<file path="src/rtl/tsel_pkg.sv">
package tsel_pkg;

  localparam int CNT_W    = 17;           // holds the largest ratio, 98304
  localparam int NUM_IDX  = 30;           // legal ratio indices 0..29
  localparam int WS_BASE  = 6;            // first word-select source code
  localparam logic [15:0] SEL_MASK = 16'h0F1F;

  // Control-to-datapath strobes for one lane
  typedef struct packed {
    logic             restart;
    logic             step;
    logic             pass;
    logic [CNT_W-1:0] lastCount;
  } laneCmd_t;

  // Divide ratio for a ratio index; zero for reserved indices
  function automatic logic [CNT_W-1:0] ratioOf(input logic [4:0] idx);
    int r;
    if (idx < 5'd3)        r = 2 * (int'(idx) + 1);
    else if (idx == 5'd29) r = 98304;
    else if (idx > 5'd29)  r = 0;
    else if (idx[0])       r = 8 << ((int'(idx) - 3) / 2);
    else                   r = 12 << ((int'(idx) - 4) / 2);
    return r[CNT_W-1:0];
  endfunction

endpackage

</file>
<file path="src/rtl/tsel_ctrl.sv">
module tsel_ctrl
  import tsel_pkg::*;
#(
  parameter int NUM_EXT = 3,
  parameter int NUM_BRG = 2,
  parameter int NUM_WS  = 10,
  parameter int HALF_W  = 16
) (
  input  logic                       clk,
  input  logic [HALF_W-1:0]          sel,
  input  logic [NUM_EXT-1:0]         srcStrobe,
  input  logic [NUM_BRG-1:0]         brgStrobe,
  input  logic [NUM_WS-1:0]          wsStrobe,
  input  logic [NUM_EXT+NUM_BRG:1]   divEn,
  output laneCmd_t                   cmd
);

  localparam int NUM_CLK = NUM_EXT + NUM_BRG;

  logic [HALF_W-1:0]  selMasked;
  logic [HALF_W-1:0]  selQ;
  logic [3:0]         srcCode;
  logic [4:0]         ratioIdx;
  logic [NUM_CLK-1:0] clkVec;
  logic               stepNow;
  logic               passNow;

  assign selMasked = sel & SEL_MASK;
  assign srcCode   = selMasked[11:8];
  assign ratioIdx  = selMasked[4:0];
  assign clkVec    = {brgStrobe, srcStrobe};

  // Previous select, captured every cycle (also during reset)
  always_ff @(posedge clk) begin
    selQ <= selMasked;
  end

  always_comb begin
    stepNow = 1'b0;
    for (int s = 0; s < NUM_CLK; s++) begin
      if (int'(srcCode) == s) stepNow = clkVec[s] & divEn[s+1];
    end
    passNow = 1'b0;
    for (int w = 0; w < NUM_WS; w++) begin
      if (int'(srcCode) == WS_BASE + w) passNow = wsStrobe[w];
    end
  end

  always_comb begin
    cmd.restart   = (selMasked != selQ);
    cmd.step      = stepNow && (int'(ratioIdx) < NUM_IDX);
    cmd.pass      = passNow;
    cmd.lastCount = ratioOf(ratioIdx) - CNT_W'(1);
  end

endmodule

</file>
<file path="src/rtl/tsel_count.sv">
module tsel_count
  import tsel_pkg::*;
(
  input  logic     clk,
  input  logic     rstN,
  input  laneCmd_t cmd,
  output logic     tick
);

  logic [CNT_W-1:0] count;

  always_ff @(posedge clk or negedge rstN) begin
    if (!rstN) begin
      count <= '0;
      tick  <= 1'b0;
    end else if (cmd.restart) begin
      count <= '0;
      tick  <= 1'b0;
    end else if (cmd.step) begin
      if (count == cmd.lastCount) begin
        count <= '0;
        tick  <= 1'b1;
      end else begin
        count <= count + CNT_W'(1);
        tick  <= 1'b0;
      end
    end else begin
      tick <= cmd.pass;
    end
  end

endmodule

</file>
<file path="src/rtl/rate_timing_sel.sv">
module rate_timing_sel
  import tsel_pkg::*;
#(
  parameter int NUM_EXT = 3,
  parameter int NUM_BRG = 2,
  parameter int NUM_WS  = 10,
  parameter int SEL_W   = 32,
  parameter int HALF_W  = 16
) (
  input  logic                       clk,
  input  logic                       rstN,
  input  logic [SEL_W-1:0]           selIn,
  input  logic [SEL_W-1:0]           selOut,
  input  logic [NUM_EXT-1:0]         srcStrobe,
  input  logic [NUM_BRG-1:0]         brgStrobe,
  input  logic [NUM_WS-1:0]          wsStrobe,
  input  logic [NUM_EXT+NUM_BRG:1]   divEn,
  output logic [SEL_W/HALF_W-1:0]    tickIn,
  output logic [SEL_W/HALF_W-1:0]    tickOut
);

  localparam int NUM_CHAN = SEL_W / HALF_W;

  for (genvar side = 0; side < 2; side++) begin : g_side
    for (genvar ch = 0; ch < NUM_CHAN; ch++) begin : g_chan
      laneCmd_t          laneCmd;
      logic              laneTick;
      logic [HALF_W-1:0] laneSel;

      if (side == 0) begin : g_in
        assign laneSel     = selIn[ch*HALF_W +: HALF_W];
        assign tickIn[ch]  = laneTick;
      end else begin : g_out
        assign laneSel     = selOut[ch*HALF_W +: HALF_W];
        assign tickOut[ch] = laneTick;
      end

      tsel_ctrl #(
        .NUM_EXT(NUM_EXT), .NUM_BRG(NUM_BRG),
        .NUM_WS(NUM_WS),   .HALF_W(HALF_W)
      ) u_ctrl (
        .clk(clk), .sel(laneSel), .srcStrobe(srcStrobe),
        .brgStrobe(brgStrobe), .wsStrobe(wsStrobe),
        .divEn(divEn), .cmd(laneCmd)
      );

      tsel_count u_count (
        .clk(clk), .rstN(rstN), .cmd(laneCmd), .tick(laneTick)
      );
    end
  end

endmodule

</file>
<file path="config.mk">
export PLATFORM = sky130hd
export DESIGN_NAME = rate_timing_sel
export DESIGN_NICKNAME = d
export VERILOG_FILES = /design/src/rtl/tsel_pkg.sv /design/src/rtl/tsel_ctrl.sv /design/src/rtl/tsel_count.sv /design/src/rtl/rate_timing_sel.sv
export SDC_FILE = /design/constraint.sdc
export NUM_CORES = 1
export LEC_CHECK = 0
export CAP_MARGIN = 20
export CORE_MARGIN = 2
export CORE_UTILIZATION = 55
export CTS_CLUSTER_DIAMETER = 100
export DETAILED_ROUTE_END_ITERATION = 10
export GPL_ROUTABILITY_DRIVEN = 1
export PLACE_DENSITY = 0.72
export SLEW_MARGIN = 20
export SYNTH_ARGS = -nofsm -noshare
export SYNTH_HDL_FRONTEND = slang
export SYNTH_SLANG_ARGS = --single-unit
export TNS_END_PERCENT = 30
</file>
<file path="constraint.sdc">
create_clock -name clk -period 3.3 [get_ports clk]
set_input_delay 0.825 -clock clk [delete_from_list [all_inputs] [get_ports clk]]
set_output_delay 0.825 -clock clk [all_outputs]
set_load 0.05 [all_outputs]
</file>
==> results of run 1 <==
-- cell type report --
cell class	instances	area [µm²]
Clock buffer	9	225
Fill cell	1468	3900
Tap cell	330	413
Multi-Input combinational cell	1543	12700
Sequential cell	108	2520
Antenna cell	4	10.0
Inverter	48	180
Clock inverter	7	80.1
Timing Repair Buffer	623	5180
-- sequential cells by signal (all words and copies together), names as in the netlist --
signal and count:
g_side.g_chan.u_count.count 68, g_side.g_chan.u_ctrl.selQ 36, g_side.g_chan.u_count.tick 4
-- worst reg2reg max path, cell delays in order (launching register included) --
cell and delay (ps):
sky130_fd_sc_hd__dfrtp_1 450, sky130_fd_sc_hd__inv_1 210, sky130_fd_sc_hd__a41o_1 200, sky130_fd_sc_hd__nor4_2 80
sky130_fd_sc_hd__or4_4 550, sky130_fd_sc_hd__buf_6 140, sky130_fd_sc_hd__or4_1 390, sky130_fd_sc_hd__a31oi_1 220
sky130_fd_sc_hd__nand4_2 190, sky130_fd_sc_hd__o21bai_4 190, sky130_fd_sc_hd__buf_6 140, sky130_fd_sc_hd__buf_16 120
sky130_fd_sc_hd__nor2_2 40
-- through the flow --
step                total power (µW)  worst slack (ps)
global route                    5320             -1980
CTS                             4870             -1590
global placement                3440             -2410
floorplan                       2550             -1970
finish                          5110             -1860
detailed placement              3490             -2600
-- power by group --
| part | total (µW) | internal, µW | switching (µW) |
|---|---|---|---|
| Sequential | 1350 | 1340 | 9.78 |
| Combinational | 2600 | 1260 | 1330 |
| Clock | 1160 | 603 | 560 |
| Total | 5110 | 3200 | 1900 |
-- synthesized netlist by cell type (8+ instances only) --
cell / number / area share, %
sky130_fd_sc_hd__xnor2_1: 92 / 5.7
sky130_fd_sc_hd__a211oi_1: 13 / 0.69
sky130_fd_sc_hd__a41oi_1: 8 / 0.49
sky130_fd_sc_hd__nor2b_1: 32 / 1.4
sky130_fd_sc_hd__nand3_1: 94 / 3.3
sky130_fd_sc_hd__and3_1: 47 / 2.1
sky130_fd_sc_hd__nand4b_1: 9 / 0.56
sky130_fd_sc_hd__nor3_1: 74 / 2.6
sky130_fd_sc_hd__clkbuf_1: 56 / 1.5
sky130_fd_sc_hd__o211ai_1: 31 / 1.6
sky130_fd_sc_hd__o21ai_0: 39 / 1.4
sky130_fd_sc_hd__and2_1: 39 / 1.7
sky130_fd_sc_hd__a31oi_1: 29 / 1.3
sky130_fd_sc_hd__nand2b_1: 17 / 0.75
sky130_fd_sc_hd__nor2_1: 97 / 2.6
sky130_fd_sc_hd__xor2_1: 69 / 4.3
sky130_fd_sc_hd__dfxtp_1: 36 / 5.1
sky130_fd_sc_hd__or4_1: 14 / 0.74
sky130_fd_sc_hd__and4_1: 11 / 0.68
sky130_fd_sc_hd__nor4_1: 44 / 1.9
sky130_fd_sc_hd__nor3b_1: 20 / 1.1
sky130_fd_sc_hd__buf_4: 12 / 0.64
sky130_fd_sc_hd__inv_1: 46 / 1.2
sky130_fd_sc_hd__buf_2: 18 / 0.64
sky130_fd_sc_hd__nand2_1: 184 / 4.9
sky130_fd_sc_hd__mux2i_1: 15 / 1.1
sky130_fd_sc_hd__nand3b_1: 12 / 0.64
sky130_fd_sc_hd__ha_1: 89 / 7.9
sky130_fd_sc_hd__or3_1: 13 / 0.57
sky130_fd_sc_hd__o21ai_1: 15 / 0.53
sky130_fd_sc_hd__a21oi_1: 80 / 2.8
sky130_fd_sc_hd__and4b_1: 8 / 0.56
sky130_fd_sc_hd__nand4_1: 48 / 2.1
sky130_fd_sc_hd__o22ai_2: 10 / 0.88
sky130_fd_sc_hd__o211a_1: 9 / 0.64
sky130_fd_sc_hd__o22ai_1: 24 / 1.1
sky130_fd_sc_hd__dfrtp_1: 72 / 13
sky130_fd_sc_hd__nor2_2: 11 / 0.49
-- worst paths after layout --
| kind | startpoint | to | cells past startpoint |
|---|---|---|---|
| worst max register to register | g_side[1].g_chan[0].u_count.count[14] | g_side[1].g_chan[0].u_count.count[11] | 12 |
| worst min-delay path | rstN | g_side[0].g_chan[1].u_count.count[10] | 1 |
| worst max-delay path | selIn[18] | g_side[0].g_chan[1].u_count.count[2] | 27 |
| min in group clk | g_side[1].g_chan[0].u_count.count[1] | g_side[1].g_chan[0].u_count.count[1] | 2 |
| max in group asynchronous | rstN | g_side[1].g_chan[0].u_count.count[0] | 1 |
| worst min register to register | g_side[1].g_chan[0].u_count.count[1] | g_side[1].g_chan[0].u_count.count[1] | 2 |
-- cells by family (layout without fill, tap and decap cells) --
group / Yosys count / count (layout) / synth area share, %
and+or+nand+nor: 841 / 841 / 33.7
AOI/OAI and AO/OA: 418 / 418 / 22.8
xor gates and xnor gates: 169 / 169 / 11.0
buffers and inverters: 144 / 687 / 4.55
DFF: 108 / 108 / 17.8
adders and majority gates: 89 / 89 / 7.85
muxes: 26 / 26 / 2.41
other: 0 / 4 / 0
-- routing by layer --
layer	track usage [%]	share of wire (%)	vias to the layer above
met5	0	0.022	-
met4	14.5	4.5	2
met3	5.25	8.0	257
met2	62.4	47	1035
met1	46.6	40	8301
li1	-	-	7875
-- repair_timing --
action,CTS,global route
gates resized for setup,294,143
cloned,6,3
buffers inserted,62,21
hold buffers,0,0
endpoints found under the setup margin,68,68
pin swaps,159,102
==> impl_summary.md, run 1 <==
Synth
The mean post-synth cell area is 7.90 µm². After synthesis the cells add up to 14200 µm². Counting flops and latches in the post-synthesis netlist gives 108. For this run, the register share of the synthesized area comes to 17.8%. Yosys mapped a number of flops with a built-in enable equal to 0.

In the synthesized netlist the async set-or-reset flop fraction comes to 66.7%. The net count after synthesis is 1970. After technology mapping, the gate count stands at 1795. The unique cell type count in the Yosys netlist is 131. The top flip-flop cell by instance count after synthesis is sky130_fd_sc_hd__dfrtp_1. The count of yosys warnings during synthesis is 0.

Finish
The post-route netlist has 40.8% of its cells at a drive strength greater than 1. The post-layout utilization of the core is 84.6%. The most common cell after layout, fill and taps aside is sky130_fd_sc_hd__buf_4. The post-route non-filler standard cell count is 2672. The layout overhead on the synthesized area is 50.5%. Summing all non-filler instances in the final layout gives an area of 21400 µm². The top cell types in the final layout, fill and taps aside, are sky130_fd_sc_hd__buf_4, sky130_fd_sc_hd__nand2_1, sky130_fd_sc_hd__nor2_1.

The number of nets at the end of the flow is 2508.

Detailed routing
The count of TritonRoute iterations in the first routing pass is 8. The count of nets left with antenna violations once routing finished came out at 0. After detailed routing, the average wire length per cell comes to 20.0 µm. Summed over all layers, the routed wires come to 53.4 mm. After detailed routing, the number of vias per cell comes to 6.54. After the first detailed-routing iteration, the DRC count stood at 1977.

The number of remaining DRC errors is 0. The overall via count from detail_route is 17500.

Timing
The final hold violation count is 0. On the final layout, the worst clock skew is 16.8 ps. In the final timing run, aggregate negative setup slack is -112500 ps.

Hold is met by 569 ps. The number of slew-limit violations in the final report was 0. Of the available clock period, the critical path in the final layout requires 156%.

Measured against its own limit, the worst slew margin works out to 33.3%. Setup repair after global routing could not meet its margin everywhere. The post-route minimum period is 5160 ps. The actual slew at the worst max-slew pin is 1000 ps. The final worst setup slack is -1860 ps. Based on the critical path, the design can be clocked at up to 194 MHz. Setup violations remaining at the end of the flow were counted as 68.

Setup path
The critical path start-end classification is in -> reg. The most prevalent standard cell on the critical path is sky130_fd_sc_hd__buf_4. The maximum fanout count along the critical path is 4. The worst setup path is captured at a flop. The critical path contains buffers and inverters numbering 6 combined. At the worst endpoint, the required time is 3540 ps. The arrival time of the worst setup path is 5400 ps. The largest stage delay on the critical path is 570 ps.

On the critical path the largest part of the delay comes from simple AND/OR/NAND/NOR gates. The master of the slowest instance on the critical path is sky130_fd_sc_hd__or4_4. The worst setup slack for register-to-register paths is 280 ps.

The kind of start point of the critical path is an input port.

CTS
The clock tree root buffer cell is sky130_fd_sc_hd__clkbuf_16. The latest clock arrival within the worst-skew pair is 370 ps. The clock net in this run drives a total of 108 sinks. The clock tree from TritonCTS is yes. After clock tree synthesis, the clock-pin slew on the worst setup and hold paths is 80 ps. Counting the buffers created by CTS gives 9. The maximum root-to-sink buffer count is 2. The H-tree was split into 3 levels.

Place
The routability congestion estimate from global placement is 1.02. During placement, the flow inserted port buffers numbering 61. In this run, placement finished with an instance count of 2566. The HPWL after detailed placement is 35.4 mm. In this run the cell area measured after placement is 18600 µm².

Floorplan
After floorplanning, the core was divided into 58 placement rows. In this run the standard cell core region covers 25300 µm². The die footprint is 27100 µm². Once the floorplan was initialized, standard cells occupied 56.2% of the core. During I/O placement, the number of pins put on the boundary was 90. The die is 165 µm wide. From bottom edge to top edge, the die measures 165 µm.

Global routing
The first global-routing pass estimated 81.1 mm of wire. The via count of the first global-routing pass is 16700. The global-route congestion overflow total is 0. Across every metal layer, demand over resource in global routing totals 36.6%. The initial antenna violation count is 4. The maximum number of pins on one net before global-route repair is 73.

Outcome
The final reports fail on negative setup slack. The flow ran to the end, but the final reports show violations.

Power
The ratio of total power to cell area is 239 nW/µm². The leakage power is 0.00889 µW. The worst-case IR drop observed on VDD is 221 µV.

Job
Max-cap violations in this run came to 0.

Hold path
The tightest min-delay check is of the in -> async type.
(Power assumes the default switching activity.)
==> inputs of run 2 (changes only) <==
Settings changed: CTS_BUF_LIST set to sky130_fd_sc_hd__clkbuf_16.
==> results of run 2 <==
No change in the layout: final DEF, timing and power equal those of run 1.
